--- config.mk ---
export PLATFORM = sky130hd
export DESIGN_NAME = rdma_port_engine
export DESIGN_NICKNAME = d
export VERILOG_FILES = /design/src/rtl/rdma_pkg.sv /design/src/rtl/rdma_host_regs.sv /design/src/rtl/rdma_ptr_unit.sv /design/src/rtl/rdma_mem_if.sv /design/src/rtl/rdma_port_engine.sv
export SDC_FILE = /design/constraint.sdc
export NUM_CORES = 1
export LEC_CHECK = 0
export ABC_AREA = 0
export BUFFER_PORTS_ARGS = -buffer_cell sky130_fd_sc_hd__buf_2
export CORE_MARGIN = 1
export CORE_UTILIZATION = 41
export DETAILED_ROUTE_END_ITERATION = 7
export PLACE_DENSITY = 0.73
export SYNTH_ARGS = -nofsm -noshare
export SYNTH_HDL_FRONTEND = slang
export SYNTH_SLANG_ARGS = --single-unit
--- constraint.sdc ---
create_clock -name clk_i -period 3 [get_ports clk_i]
set_clock_uncertainty 0.05 [all_clocks]
set_input_delay 0 -clock clk_i [delete_from_list [all_inputs] [get_ports clk_i]]
set_output_delay 0 -clock clk_i [all_outputs]
set_load 0.02 [all_outputs]
--- src/rtl/rdma_pkg.sv ---
package rdma_pkg;
  localparam int unsigned RDMA_ADDR_W = 16;

  localparam logic [3:0] OFF_CMD   = 4'h0;
  localparam logic [3:0] OFF_START = 4'h1;
  localparam logic [3:0] OFF_STOP  = 4'h2;
  localparam logic [3:0] OFF_STAT  = 4'h7;
  localparam logic [3:0] OFF_ALO   = 4'h8;
  localparam logic [3:0] OFF_AHI   = 4'h9;
  localparam logic [3:0] OFF_CLO   = 4'hA;
  localparam logic [3:0] OFF_CHI   = 4'hB;
  localparam logic [3:0] OFF_CFG   = 4'hE;
  localparam logic [3:0] OFF_MASK  = 4'hF;

  localparam int unsigned CMD_HALT = 0;
  localparam int unsigned CMD_RRD  = 3;
  localparam int unsigned CMD_RWR  = 4;
  localparam int unsigned ST_DONE  = 6;
  localparam int unsigned ST_RST   = 7;

  typedef enum logic [1:0] {PG_0 = 2'd0, PG_1 = 2'd1, PG_2 = 2'd2, PG_3 = 2'd3} page_e;
endpackage

--- src/rtl/rdma_host_regs.sv ---
module rdma_host_regs
  import rdma_pkg::*;
#(
  parameter int unsigned ADDR_W = RDMA_ADDR_W
) (
  input  logic              clk_i,
  input  logic              rst_ni,
  input  logic              wr_i,
  input  logic [3:0]        off_i,
  input  logic [7:0]        wdata_i,
  input  logic [5:0]        rx_set_i,
  input  logic              done_i,
  input  logic [ADDR_W-1:0] addr_i,
  input  logic [ADDR_W-1:0] cnt_i,
  output logic [7:0]        rdata_o,
  output logic              ld_alo_o,
  output logic              ld_ahi_o,
  output logic              ld_clo_o,
  output logic              ld_chi_o,
  output logic [7:0]        start_pg_o,
  output logic [7:0]        stop_pg_o,
  output logic              wide_o,
  output logic              irq_o
);
  logic [7:0] cmd_q, start_q, stop_q, cfg_q, mask_q, status_q, status_d;
  page_e page;
  logic wr_cmd, wr_pg0, go, dma_cmd, cnt_zero;

  assign page     = page_e'(cmd_q[7:6]);
  assign wr_cmd   = wr_i && (off_i == OFF_CMD);
  assign wr_pg0   = wr_i && (off_i != OFF_CMD) && (page == PG_0);
  assign go       = wr_cmd && !wdata_i[CMD_HALT];
  assign dma_cmd  = wdata_i[CMD_RRD] | wdata_i[CMD_RWR];
  assign cnt_zero = (cnt_i == '0);

  assign ld_alo_o = wr_pg0 && (off_i == OFF_ALO);
  assign ld_ahi_o = wr_pg0 && (off_i == OFF_AHI);
  assign ld_clo_o = wr_pg0 && (off_i == OFF_CLO);
  assign ld_chi_o = wr_pg0 && (off_i == OFF_CHI);

  always_comb begin
    status_d = status_q;
    if (wr_pg0 && (off_i == OFF_STAT)) status_d[6:0] = status_q[6:0] & ~wdata_i[6:0];
    if (go) status_d[ST_RST] = 1'b0;
    if (go && dma_cmd && cnt_zero) status_d[ST_DONE] = 1'b1;
    if (done_i) status_d[ST_DONE] = 1'b1;
    status_d[5:0] = status_d[5:0] | rx_set_i;
  end

  always_ff @(posedge clk_i or negedge rst_ni) begin
    if (!rst_ni) begin
      cmd_q    <= 8'h01;
      start_q  <= '0;
      stop_q   <= '0;
      cfg_q    <= '0;
      mask_q   <= '0;
      status_q <= 8'h80;
    end else begin
      status_q <= status_d;
      if (wr_cmd) cmd_q <= wdata_i;
      if (wr_pg0) begin
        case (off_i)
          OFF_START: start_q <= wdata_i;
          OFF_STOP:  stop_q  <= wdata_i;
          OFF_CFG:   cfg_q   <= wdata_i;
          OFF_MASK:  mask_q  <= wdata_i;
          default: ;
        endcase
      end
    end
  end

  always_comb begin
    rdata_o = '0;
    if (off_i == OFF_CMD) begin
      rdata_o = cmd_q;
    end else if (page == PG_0) begin
      case (off_i)
        OFF_STAT: rdata_o = status_q;
        OFF_ALO:  rdata_o = addr_i[7:0];
        OFF_AHI:  rdata_o = addr_i[ADDR_W-1 -: 8];
        OFF_CLO:  rdata_o = cnt_i[7:0];
        OFF_CHI:  rdata_o = cnt_i[ADDR_W-1 -: 8];
        OFF_CFG:  rdata_o = cfg_q;
        OFF_MASK: rdata_o = mask_q;
        default:  rdata_o = '0;
      endcase
    end else if (page == PG_2) begin
      case (off_i)
        OFF_START: rdata_o = start_q;
        OFF_STOP:  rdata_o = stop_q;
        default:   rdata_o = '0;
      endcase
    end
  end

  assign start_pg_o = start_q;
  assign stop_pg_o  = stop_q;
  assign wide_o     = cfg_q[0];
  assign irq_o      = |(status_q[6:0] & mask_q[6:0]);

  assert_irq_needs_mask_R11: assert property (@(posedge clk_i) disable iff (!rst_ni)
    irq_o |-> (mask_q[6:0] != 7'd0));

  assert_rst_flag_no_rise_R10: assert property (@(posedge clk_i) disable iff (!rst_ni)
    !$rose(status_q[ST_RST]));

  assert_stat_clear_R12: assert property (@(posedge clk_i) disable iff (!rst_ni)
    (wr_pg0 && off_i == OFF_STAT && rx_set_i == 6'd0 && !done_i)
      |=> ((status_q[6:0] & $past(wdata_i[6:0])) == 7'd0));
endmodule

--- src/rtl/rdma_ptr_unit.sv ---
module rdma_ptr_unit
  import rdma_pkg::*;
#(
  parameter int unsigned ADDR_W = RDMA_ADDR_W
) (
  input  logic              clk_i,
  input  logic              rst_ni,
  input  logic              ld_alo_i,
  input  logic              ld_ahi_i,
  input  logic              ld_clo_i,
  input  logic              ld_chi_i,
  input  logic [7:0]        ld_byte_i,
  input  logic              step_i,
  input  logic              wide_i,
  input  logic [7:0]        start_pg_i,
  input  logic [7:0]        stop_pg_i,
  output logic [ADDR_W-1:0] addr_o,
  output logic [ADDR_W-1:0] cnt_o,
  output logic              done_o
);
  localparam int unsigned HI_W = ADDR_W - 8;

  logic [ADDR_W-1:0] addr_q, cnt_q, sz, sum, nxt, start_a, stop_a;

  assign start_a = {HI_W'(start_pg_i), 8'h00};
  assign stop_a  = {HI_W'(stop_pg_i), 8'h00};
  assign sz      = wide_i ? ADDR_W'(2) : ADDR_W'(1);
  assign sum     = addr_q + sz;
  assign nxt     = (sum == stop_a) ? start_a : sum;
  assign done_o  = step_i && (cnt_q <= sz);

  always_ff @(posedge clk_i or negedge rst_ni) begin
    if (!rst_ni) begin
      addr_q <= '0;
      cnt_q  <= '0;
    end else if (step_i) begin
      addr_q <= nxt;
      cnt_q  <= done_o ? '0 : cnt_q - sz;
    end else begin
      if (ld_alo_i) addr_q[7:0]        <= ld_byte_i;
      if (ld_ahi_i) addr_q[ADDR_W-1:8] <= HI_W'(ld_byte_i);
      if (ld_clo_i) cnt_q[7:0]         <= ld_byte_i;
      if (ld_chi_i) cnt_q[ADDR_W-1:8]  <= HI_W'(ld_byte_i);
    end
  end

  assign addr_o = addr_q;
  assign cnt_o  = cnt_q;

  assert_cnt_no_rise_R6: assert property (@(posedge clk_i) disable iff (!rst_ni)
    !(ld_clo_i || ld_chi_i) |=> (cnt_q <= $past(cnt_q)));

  assert_done_zero_R6: assert property (@(posedge clk_i) disable iff (!rst_ni)
    done_o |=> (cnt_q == '0));

  assert_addr_hold_R7: assert property (@(posedge clk_i) disable iff (!rst_ni)
    (!step_i && !ld_alo_i && !ld_ahi_i) |=> $stable(addr_q));
endmodule

--- src/rtl/rdma_mem_if.sv ---
module rdma_mem_if
  import rdma_pkg::*;
#(
  parameter int unsigned ADDR_W     = RDMA_ADDR_W,
  parameter int unsigned PROM_BYTES = 32,
  parameter int unsigned WIN_LO     = 16384,
  parameter int unsigned WIN_HI     = 49152
) (
  input  logic              clk_i,
  input  logic              rst_ni,
  input  logic [ADDR_W-1:0] addr_i,
  input  logic              wide_i,
  input  logic              wr_i,
  input  logic [15:0]       wdata_i,
  output logic [ADDR_W-2:0] ram_addr_o,
  output logic              ram_we_o,
  output logic [1:0]        ram_be_o,
  output logic [15:0]       ram_wdata_o,
  input  logic [15:0]       ram_rdata_i,
  output logic [15:0]       rdata_o
);
  logic [ADDR_W-1:0] pf_addr_q;
  logic              legal_now, legal_pf;

  function automatic logic in_window(input logic [ADDR_W-1:0] a);
    int unsigned v;
    v = int'(a);
    return (v < PROM_BYTES) || ((v >= WIN_LO) && (v < WIN_HI));
  endfunction

  assign legal_now   = in_window(addr_i);
  assign ram_addr_o  = addr_i[ADDR_W-1:1];
  assign ram_we_o    = wr_i && legal_now;
  assign ram_be_o    = wide_i ? 2'b11 : (addr_i[0] ? 2'b10 : 2'b01);
  assign ram_wdata_o = wide_i ? wdata_i : {wdata_i[7:0], wdata_i[7:0]};

  // RAM output belongs to the pointer registered one cycle earlier
  always_ff @(posedge clk_i or negedge rst_ni) begin
    if (!rst_ni) pf_addr_q <= '0;
    else         pf_addr_q <= addr_i;
  end

  assign legal_pf = in_window(pf_addr_q);

  always_comb begin
    if (!legal_pf)   rdata_o = wide_i ? 16'hFFFF : 16'h00FF;
    else if (wide_i) rdata_o = ram_rdata_i;
    else             rdata_o = {8'h00, pf_addr_q[0] ? ram_rdata_i[15:8] : ram_rdata_i[7:0]};
  end

  assert_we_window_R8: assert property (@(posedge clk_i) disable iff (!rst_ni)
    ram_we_o |-> (({1'b0, ram_addr_o, 1'b0} < (ADDR_W+1)'(PROM_BYTES)) ||
                  (({1'b0, ram_addr_o, 1'b0} >= (ADDR_W+1)'(WIN_LO)) &&
                   ({1'b0, ram_addr_o, 1'b0} <  (ADDR_W+1)'(WIN_HI)))));

  assert_we_needs_req_R7: assert property (@(posedge clk_i) disable iff (!rst_ni)
    ram_we_o |-> wr_i);
endmodule

--- src/rtl/rdma_port_engine.sv ---
module rdma_port_engine
  import rdma_pkg::*;
#(
  parameter int unsigned ADDR_W     = RDMA_ADDR_W,
  parameter int unsigned PROM_BYTES = 32,
  parameter int unsigned WIN_LO     = 16384,
  parameter int unsigned WIN_HI     = 49152,
  parameter int unsigned BUS_AW     = 5
) (
  input  logic              clk_i,
  input  logic              rst_ni,
  input  logic [BUS_AW-1:0] bus_addr_i,
  input  logic              bus_wr_i,
  input  logic              bus_rd_i,
  input  logic [15:0]       bus_wdata_i,
  output logic [15:0]       bus_rdata_o,
  input  logic [5:0]        rx_set_i,
  output logic              irq_o,
  output logic [ADDR_W-2:0] ram_addr_o,
  output logic              ram_we_o,
  output logic [1:0]        ram_be_o,
  output logic [15:0]       ram_wdata_o,
  input  logic [15:0]       ram_rdata_i
);
  localparam logic [BUS_AW-1:0] DP_ADDR = BUS_AW'(16);

  logic              dp_sel, reg_sel, dp_wr, dp_rd, step, done;
  logic              ld_alo, ld_ahi, ld_clo, ld_chi, wide;
  logic [7:0]        reg_rdata, start_pg, stop_pg;
  logic [15:0]       mem_rdata;
  logic [ADDR_W-1:0] addr, cnt;

  assign dp_sel  = (bus_addr_i == DP_ADDR);
  assign reg_sel = (bus_addr_i[BUS_AW-1:4] == '0);
  assign dp_wr   = dp_sel && bus_wr_i && (cnt != '0);
  assign dp_rd   = dp_sel && bus_rd_i && !bus_wr_i;
  assign step    = dp_wr || dp_rd;

  rdma_host_regs #(.ADDR_W(ADDR_W)) u_regs (
    .clk_i      (clk_i),
    .rst_ni     (rst_ni),
    .wr_i       (bus_wr_i && reg_sel),
    .off_i      (bus_addr_i[3:0]),
    .wdata_i    (bus_wdata_i[7:0]),
    .rx_set_i   (rx_set_i),
    .done_i     (done),
    .addr_i     (addr),
    .cnt_i      (cnt),
    .rdata_o    (reg_rdata),
    .ld_alo_o   (ld_alo),
    .ld_ahi_o   (ld_ahi),
    .ld_clo_o   (ld_clo),
    .ld_chi_o   (ld_chi),
    .start_pg_o (start_pg),
    .stop_pg_o  (stop_pg),
    .wide_o     (wide),
    .irq_o      (irq_o)
  );

  rdma_ptr_unit #(.ADDR_W(ADDR_W)) u_ptr (
    .clk_i      (clk_i),
    .rst_ni     (rst_ni),
    .ld_alo_i   (ld_alo),
    .ld_ahi_i   (ld_ahi),
    .ld_clo_i   (ld_clo),
    .ld_chi_i   (ld_chi),
    .ld_byte_i  (bus_wdata_i[7:0]),
    .step_i     (step),
    .wide_i     (wide),
    .start_pg_i (start_pg),
    .stop_pg_i  (stop_pg),
    .addr_o     (addr),
    .cnt_o      (cnt),
    .done_o     (done)
  );

  rdma_mem_if #(
    .ADDR_W     (ADDR_W),
    .PROM_BYTES (PROM_BYTES),
    .WIN_LO     (WIN_LO),
    .WIN_HI     (WIN_HI)
  ) u_mem (
    .clk_i       (clk_i),
    .rst_ni      (rst_ni),
    .addr_i      (addr),
    .wide_i      (wide),
    .wr_i        (dp_wr),
    .wdata_i     (bus_wdata_i),
    .ram_addr_o  (ram_addr_o),
    .ram_we_o    (ram_we_o),
    .ram_be_o    (ram_be_o),
    .ram_wdata_o (ram_wdata_o),
    .ram_rdata_i (ram_rdata_i),
    .rdata_o     (mem_rdata)
  );

  assign bus_rdata_o = dp_sel  ? mem_rdata :
                       reg_sel ? {8'h00, reg_rdata} : 16'h0000;
endmodule

==> impl_metrics.json, run 1 <==
{
  "drt_iter0_markers": 625,
  "io_buffers": 97,
  "crit_path_start_kind": "flip-flop",
  "nets": 823,
  "grt_util_all_layers_pct": 24.3,
  "syn_area_per_cell_um2": 9.29,
  "cts_root_buf": "clkbuf_16",
  "total_power_mw": 4.86,
  "irDropWorstVdd_v": 0.000328,
  "violations": "DRC",
  "drc": 1,
  "power_density_nw_per_um2": 671,
  "detailed_place_hpwl_mm": 13.5,
  "met3_usage_pct": 5.56,
  "finalHoldViolations": 0,
  "grt_util_met2_pct": 38.6,
  "ys_ff_latch": 92,
  "end_kind": "flip-flop",
  "dp_cells": 928,
  "worst_hold_path.endpoint": "u_ptr.addr_o[15]",
  "drv_cap": 0,
  "hold_depth": 3,
  "path_max_fanout": 8,
  "cts_num_sinks": 92,
  "cts_tree": "built",
  "core-area_um2": 14700,
  "grt_max_degree": 73,
  "synth_top_area_share_pct": 36.0,
  "r2r_start": "u_regs.cfg_q[0]",
  "avgRoutedWirePerCell_um": 19.8,
  "overflow": 0,
  "synth_edf_count": 0,
  "multi_input_area_um2": 3430,
  "synth_common_cells": "dfrtp_1 (90), mux2_2 (60), nand2_1 (57), nor2_1 (57), o21ai_0 (41)",
  "fin_hold_ws_ns": 0.00495,
  "ys.flop_type": "dfrtp_1",
  "clock_latency_ns": 0.36,
  "drt-total-wl_mm": 18.8,
  "reg2reg_to": "u_ptr.addr_o[15]",
  "grt_antenna_before_repair": 0,
  "worstMarginPinSlew_ns": 0.963,
  "first_pass_iters": 8,
  "clockBufferDepth": 2,
  "busiest_layer": "met2",
  "ios": 98,
  "viasPerCell": 6.03,
  "die_y_um": 125,
  "drive_gt1_share_pct": 30.9,
  "dieArea_um2": 15700,
  "fin_crit_ns": 2.90,
  "instances_no_fill": 953,
  "first_global_vias": 5444,
  "use_met1_pct": 32.5,
  "ant_nets": 0,
  "ys_seq_area_share_pct": 36.9,
  "path_clk_slew_ns": 0.07,
  "syn_area_um2": 6250,
  "hold_path_class": "primary input to flip-flop",
  "fp.dieW_um": 125,
  "cp.arrival_ns": 3.14,
  "core.rowCount": 44,
  "cts_buffers": 9,
  "netlist_instances": 673,
  "num_vias": 5743,
  "fill_cells": 1380,
  "p_leak_nw": 3.22,
  "reg2reg_slack_ns": 0.1,
  "synthArstFlopShare_pct": 100,
  "outcome": "finished, violations left",
  "crit_type": "flip-flop to flip-flop",
  "area_growth_pct": 15.9,
  "initial_core_util_pct": 42.5,
  "rr_worst_depth": 9,
  "gp_congestion": 0.930,
  "yosysMostFrequentCell": "dfrtp_1",
  "synth.area.top_cells": "dfrtp_1 (36%), mux2_2 (11%), nand2_1 (3.4%), nor2_1 (3.4%), o21ai_0 (3.3%)",
  "ys_types": 64,
  "hp-start": "bus_wdata_i[7]",
  "fin_crit_sh_pct": 96.8,
  "regArea_um2": 2300,
  "cp.required_ns": 3.23,
  "maxSlewHeadroom_pct": 35.8,
  "grt_pass1_wl_mm": 29.7,
  "yosys_warnings": 0,
  "antenna-diode-count": 0,
  "syn_nets": 732,
  "ctsHtreeMaxLevel": 3,
  "fmax_mhz": 344,
  "fin_util_pct": 49.3,
  "setup_viol": 0,
  "slew_viol_final": 0,
  "yosys.area.top_type": "dfrtp_1"
}
sequential cells by signal, indices dropped and copies added, names as in the netlist:
register           cells
u_regs.stop_pg_o       8
u_ptr.cnt_o           16
u_regs.mask_q          8
u_regs.start_pg_o      8
u_ptr.addr_o          16
u_regs.cmd_q           8
u_regs.status_q        8
u_mem.pf_addr_q       12
u_regs.cfg_q           8
stage by stage:
step	worst slack (ns)	area [um^2]	TNS [ns]
CTS	0.0697	7220	0
global route	-0.00354	7250	-0.00354
floorplan	0.00135	6250	0
global placement	0.164	6870	0
finish	0.0967	7250	0
detailed placement	0.0968	6870	0
final cells by class:
class	count	share of cell area, %
timing repair buffer	151	12.7
clock inverter	6	0.639
inverter	19	0.984
sequential	92	31.8
clock buffer	10	3.30
tap	184	3.18
multi-input combinational	491	47.4
metal layers:
metal | up-vias | part of all wire [%]
met5 | - | 0
li1 | 2640 | -
met1 | 2784 | 42
met3 | 45 | 8.4
met4 | 0 | 3.4
met2 | 274 | 46
power by group:
| part | leakage, nW | switching (mW) | internal, mW |
|---|---|---|---|
| combinational | 1.97 | 1.15 | 0.814 |
| clock | 0.135 | 0.525 | 0.591 |
| sequential | 1.12 | 0.255 | 1.53 |
what timing repair did:
item                                    CTS  global route
endpoints found under the hold margin    74             0
gates resized for setup                   0             3
buffers inserted                          0             2
endpoints found under the setup margin    0             9
hold buffers                              7             0
worst max-delay path by stage:
stage | slack (ns) | cells after the start | to | startpoint
detailed placement | 0.1 | 9 | u_ptr.addr_o[9] | u_regs.cfg_q[0]
finish | 0.1 | 9 | u_ptr.addr_o[15] | u_regs.cfg_q[0]
global route | -0.004 | 10 | u_ptr.addr_o[10] | u_regs.cfg_q[0]
global placement | 0.16 | 9 | u_ptr.addr_o[9] | u_regs.cfg_q[0]
floorplan | 0.001 | 10 | u_ptr.addr_o[14] | u_regs.cfg_q[0]
CTS | 0.07 | 9 | u_ptr.addr_o[9] | u_regs.cfg_q[0]
placed cells by master (no fill, tap or decap), types with 7 or more instances in the layout:
master,netlist,layout
o21ai_0,41,41
mux2_2,60,60
inv_1,19,19
a21o_1,10,10
a21oi_1,28,28
clkbuf_16,0,9
ha_1,10,9
or3_1,9,8
buf_4,25,47
buf_2,2,96
dfrtp_1,90,90
nand2_1,57,57
xnor2_1,14,14
nand3_1,23,23
a22oi_1,15,15
mux2i_1,12,12
o211ai_1,13,13
and3_1,8,8
nor2_1,57,57
o31ai_1,8,8
dlygate4sd3_1,0,7
a22o_1,14,14
nor3_1,16,16
critical path: stages, from the launching register on:
cell	delay, ns
dfrtp_1	0.40
ha_1	0.31
a21oi_1	0.09
or3_1	0.44
or3_2	0.50
a211oi_2	0.32
nand4_4	0.21
buf_4	0.20
o22a_2	0.21
o21ai_1	0.11
kinds of logic after synthesis:
kind of cell,share of synthesized area (%)
and+or+nand+nor,16.8
AOI/OAI and AO/OA,20.1
DFF,36.9
buffers and inverters,8.43
muxes,12.7
xor gates and xnor gates,2.52
adders and majority gates,2.64
Power figures use the tool's default switching activity.
==> run 2, diff against run 1 <==
--- a/config.mk
+++ b/config.mk
@@ -10,7 +10,7 @@
 export CORE_MARGIN = 1
 export CORE_UTILIZATION = 41
 export DETAILED_ROUTE_END_ITERATION = 7
-export PLACE_DENSITY = 0.73
+export PLACE_DENSITY = 0.71
 export SYNTH_ARGS = -nofsm -noshare
 export SYNTH_HDL_FRONTEND = slang
 export SYNTH_SLANG_ARGS = --single-unit
==> constraint.sdc (replaced) <==
create_clock -name clk_i -period 2.7 [get_ports clk_i]
set_clock_uncertainty 0.05 [all_clocks]
set_input_delay 0 -clock clk_i [delete_from_list [all_inputs] [get_ports clk_i]]
set_output_delay 0 -clock clk_i [all_outputs]
set_load 0.02 [all_outputs]
==> impl_metrics.json, run 2 (synthesis gave the netlist of run 1 again) <==
{
  "grt_util_all_layers_pct": 25.0,
  "critical-path-max-stage-delay_ns": 0.45,
  "core-area_um2": 14700,
  "drive_gt1_share_pct": 36.1,
  "worst_slack_ns": -0.127,
  "path_max_fanout": 4,
  "area_growth_pct": 22.4,
  "fin_crit_sh_pct": 105,
  "p_leak_nw": 3.39,
  "cts_root_buf": "clkbuf_16",
  "maxSlewHeadroom_pct": 63.7,
  "instances_no_fill": 973,
  "fin_crit_ns": 2.83,
  "drt_iter0_markers": 723,
  "ios": 98,
  "fmax_mhz": 354,
  "clockBufferDepth": 2,
  "total_power_mw": 5.86,
  "num_vias": 5865,
  "slowest_stage": "dfrtp_2",
  "cts_num_sinks": 92,
  "grt_antenna_before_repair": 0,
  "finalHoldViolations": 0,
  "nets": 843,
  "fp.dieW_um": 125,
  "cp.required_ns": 2.87,
  "outcome": "finished, violations left",
  "grt_max_degree": 42,
  "die_y_um": 125,
  "crit_family": "compound AO/OA/AOI/OAI gates",
  "crit_type": "flip-flop to flip-flop",
  "gp_congestion": 0.932,
  "irDropWorstVdd_v": 0.000456,
  "ctsHtreeMaxLevel": 3,
  "final_common_cell": "buf_2",
  "slew_viol_final": 0,
  "initial_core_util_pct": 42.5,
  "cp_num_buf_inv": 3,
  "grt_setup_unrepaired": "true",
  "layout_common_cells": "buf_2 (96), dfrtp_1 (89), mux2_2 (60), buf_4 (60), nand2_1 (55)",
  "end_kind": "flip-flop",
  "drc": 5,
  "avgRoutedWirePerCell_um": 20.2,
  "clock_latency_ns": 0.35,
  "cp.arrival_ns": 3.00,
  "fill_cells": 1337,
  "antenna-diode-count": 0,
  "ant_nets": 0,
  "hp-start": "bus_wdata_i[5]",
  "core.rowCount": 44,
  "crit_path_start_kind": "flip-flop",
  "viasPerCell": 6.03,
  "first_global_vias": 5342,
  "detailed_place_hpwl_mm": 13.9,
  "path_clk_slew_ns": 0.07,
  "hold_path_class": "primary input to flip-flop",
  "cts_buffers": 9,
  "drv_cap": 0,
  "worstPathCellList": "inv_2, ha_4, fa_2, nand4_1, buf_4, nor3_4, xnor2_2, a2111oi_4, buf_4, nand4_4, o211ai_1, o211ai_1",
  "r2r_start": "u_regs.cfg_q[0]",
  "worstMarginPinSlew_ns": 0.544,
  "cts_tree": "built",
  "power_density_nw_per_um2": 766,
  "drt-total-wl_mm": 19.6,
  "io_buffers": 97,
  "crit_start": "u_regs.cfg_q[0]",
  "setup_viol": 11,
  "violations": "DRC, setup timing",
  "grt_pass1_wl_mm": 30.2,
  "overflow": 0,
  "first_pass_iters": 8,
  "dieArea_um2": 15700,
  "dp_cells": 942
}
-- run 2: cell types whose count changed in the layout (fill, tap and decap cells not counted), moves of 3 or more --
cell and delta:
buf_4 +13, buf_6 +5, ha_1 -3, ha_4 +4, nor2_1 -3, nor2_2 +3
nor3_1 -5, nor3_2 +4, o21ai_0 -5, o21ai_1 +4, or3_1 -3, or3_4 +4
-- run 2: final timing paths --
path / endpoint / slack (ns) / cells after the start
worst max-delay path: u_ptr.addr_o[13] / -0.13 / 12
worst min-delay path: u_regs.status_q[5] / 0.04 / 3
worst max register to register: u_ptr.addr_o[13] / -0.13 / 12
worst min register to register: u_regs.status_q[7] / 0.41 / 1
max in group asynchronous: u_regs.cmd_q[0] / 1.68 / 3
min in group asynchronous: u_ptr.addr_o[3] / 0.11 / 2
-- run 2: routing by layer --
layer	part of all wire (%)	routed length, um	global-route usage [%]
met5	0	0	0
met2	47	9180	39.1
met4	2.5	494	7.32
met3	7.4	1460	5.65
met1	43	8490	34.5
-- run 2: worst register-to-register path, cell delays in order (launching register included) --
cell and delay, ns:
dfrtp_2 0.45, inv_2 0.10, ha_4 0.15, fa_2 0.25, nand4_1 0.14, buf_4 0.18
nor3_4 0.16, xnor2_2 0.12, a2111oi_4 0.44, buf_4 0.20, nand4_4 0.12, o211ai_1 0.23
o211ai_1 0.11
-- run 2: final cells by class --
type / instances / area (um^2) / share of cell area (%)
Inverter: 19 / 71.3 / 0.932
Multi-Input combinational cell: 492 / 3630 / 47.4
Tap cell: 184 / 230 / 3.01
Clock inverter: 5 / 83.8 / 1.10
Timing Repair Buffer: 170 / 1090 / 14.2
Clock buffer: 11 / 243 / 3.17
Sequential cell: 92 / 2310 / 30.1
-- run 2: what timing repair did --
item | CTS | global route
endpoints found under the hold margin | 46 | 0
setup buffers | 3 | 3
setup endpoints to repair | 11 | 23
pin swaps | 12 | 13
gates cloned | 1 | 0
gates resized for setup | 25 | 20
hold buffers | 8 | 0
-- run 2: report_power, final --
part / switching, mW / internal (mW) / leakage, nW
Sequential: 0.324 / 1.70 / 1.12
Combinational: 1.38 / 1.05 / 2.12
Clock: 0.564 / 0.841 / 0.152
-- run 2: metrics by stage --
stage	utilization, %	hold WS (ns)	worst slack, ns	cell area (um^2)	TNS, ns
after floorplan	-	-0.346	-0.0473	6280	-0.0878
after global placement	47.6	-0.0371	-0.0828	7000	-0.385
after detailed placement	47.6	-0.0285	-0.0992	7000	-0.716
after CTS	51.4	0.0249	-0.0791	7550	-0.516
after global routing	52.1	0.0493	-0.236	7650	-2.06
final	52.1	0.0448	-0.127	7650	-1.04
==> run 3, diff against run 2 <==
--- a/config.mk
+++ b/config.mk
@@ -7,10 +7,12 @@
 export LEC_CHECK = 0
 export ABC_AREA = 0
 export BUFFER_PORTS_ARGS = -buffer_cell sky130_fd_sc_hd__buf_2
+export CORE_ASPECT_RATIO = 1.4
 export CORE_MARGIN = 1
-export CORE_UTILIZATION = 41
+export CORE_UTILIZATION = 45
+export CTS_CLUSTER_DIAMETER = 40
 export DETAILED_ROUTE_END_ITERATION = 7
-export PLACE_DENSITY = 0.71
+export PLACE_DENSITY = 0.76
 export SYNTH_ARGS = -nofsm -noshare
 export SYNTH_HDL_FRONTEND = slang
 export SYNTH_SLANG_ARGS = --single-unit
==> impl_metrics.json, run 3 (synthesis gave the netlist of run 1 again) <==
{
  "critical-path-max-stage-delay_ns": 0.45,
  "setup_viol": 10,
  "clock_latency_ns": 0.35,
  "gp_congestion": 0.964,
  "cpMostUsedCell": "buf_4",
  "outcome": "finished, violations left",
  "instances_no_fill": 973,
  "p_leak_nw": 3.37,
  "dr_wl_met2_mm": 9.67,
  "drive_gt1_share_pct": 35.4,
  "area_growth_pct": 21.3,
  "crit_path_start_kind": "flip-flop",
  "place_area_um2": 6960,
  "ctsHtreeMaxLevel": 3,
  "drc": 0,
  "initial_core_util_pct": 46.5,
  "cts_tree": "built",
  "path_clk_slew_ns": 0.07,
  "met3_length_mm": 1.66,
  "overflow": 0,
  "first_global_vias": 5810,
  "antenna-diode-count": 0,
  "dieArea_um2": 14400,
  "wl_met1_mm": 7.31,
  "grt_antenna_before_repair": 0,
  "violations": "setup timing",
  "irDropWorstVdd_v": 0.000386,
  "ant_nets": 0,
  "core.rowCount": 50,
  "first_pass_iters": 6,
  "grt_setup_unrepaired": "true",
  "path_max_fanout": 6,
  "grt_util_all_layers_pct": 28.7,
  "drv_cap": 0,
  "hold_path_class": "primary input to flip-flop",
  "ios": 98,
  "detailed_place_hpwl_mm": 14.1,
  "grt_max_degree": 56,
  "dp_cells": 934,
  "maxSlewHeadroom_pct": 58.6,
  "finalHoldViolations": 0,
  "layout_common_cells": "buf_2 (96), dfrtp_1 (89), buf_4 (66)",
  "total_power_mw": 5.68,
  "fin_hold_ws_ns": 0.0204,
  "fin_crit_ns": 2.86,
  "num_vias": 6030,
  "die_y_um": 141,
  "cts_root_buf": "clkbuf_16",
  "cp.required_ns": 2.92,
  "drt_iter0_markers": 656,
  "drt-total-wl_mm": 20.0,
  "fin_crit_sh_pct": 106,
  "final_cell_area_um2": 7590,
  "fill_cells": 1187,
  "final_common_cell": "buf_2",
  "end_kind": "flip-flop",
  "fp.dieW_um": 102,
  "cp.arrival_ns": 3.07,
  "clockBufferDepth": 2,
  "grt_pass1_wl_mm": 31.2,
  "fmax_mhz": 350,
  "cts_buffers": 9,
  "crit_type": "flip-flop to flip-flop",
  "cts_num_sinks": 92,
  "worstMarginPinSlew_ns": 0.619,
  "dp_slack_ns": -0.165,
  "viasPerCell": 6.20,
  "worstPathCellList": "ha_4, a21oi_1, or3_4, buf_4, o21ai_0, a2111oi_4, buf_4, buf_12, and4_2, a211o_1, a31oi_1",
  "slew_viol_final": 0,
  "core-area_um2": 13500,
  "io_buffers": 97,
  "worst_slack_ns": -0.157,
  "power_density_nw_per_um2": 748,
  "highest_layer": "met4",
  "nets": 845,
  "avgRoutedWirePerCell_um": 20.5,
  "slowest_stage": "dfrtp_2"
}
-- run 3: metal layers --
layer  GRT usage [%]  vias to the layer above
li1                -                     2702
met1            35.1                     2892
met2            46.3                      342
met3            5.71                       94
met4            17.2                        0
met5               0                        -
-- run 3: what timing repair did --
item,CTS,global route
buffers inserted,9,7
endpoints found under the setup margin,8,26
gates cloned,1,0
pin swaps,11,7
resized for setup,8,22
hold endpoints to repair,43,0
hold buffers,7,0
-- run 3: layout make-up --
type / count / area, um^2 / area share [%]
clock inverter: 5 / 42.5 / 0.561
timing repair buffer: 172 / 1110 / 14.6
inverter: 19 / 73.8 / 0.973
sequential: 92 / 2310 / 30.4
clock buffer: 11 / 243 / 3.20
tap: 182 / 228 / 3.00
multi-input combinational: 492 / 3590 / 47.3
-- run 3: final timing paths --
check                                    from                  to  slack [ns]  cells after the start
setup / recovery              u_regs.cfg_q[0]    u_ptr.addr_o[14]       -0.16                     11
hold / removal                 bus_wdata_i[7]    u_ptr.addr_o[15]        0.02                      3
setup reg to reg              u_regs.cfg_q[0]    u_ptr.addr_o[14]       -0.16                     11
hold reg to reg            u_regs.status_q[7]  u_regs.status_q[7]        0.41                      1
max in group asynchronous              rst_ni     u_regs.cmd_q[0]        1.77                      3
min in group asynchronous              rst_ni     u_ptr.addr_o[3]        0.11                      2
-- run 3: worst max-delay path: cells and delay by family, from the launching register on --
kind / cells / cell delay (ns)
AO/OA/AOI/OAI: 5 / 0.94
flip-flops: 1 / 0.45
buffers and inverters: 3 / 0.47
AND/OR/NAND/NOR: 2 / 0.57
adder cells (fa/ha/maj): 1 / 0.28
-- run 3: per-stage QoR --
| step | utilization (%) | TNS (ns) |
|---|---|---|
| after floorplan | - | -0.0878 |
| after global placement | 51.8 | -0.110 |
| after detailed placement | 51.8 | -0.513 |
| after CTS | 55.3 | -0.0883 |
| after global routing | 56.4 | -2.11 |
| final | 56.4 | -0.924 |
-- run 3: power by group --
part | internal, mW | total (mW) | switching, mW
registers | 1.70 | 2.02 | 0.318
logic | 1.03 | 2.41 | 1.39
clock network | 0.664 | 1.24 | 0.579
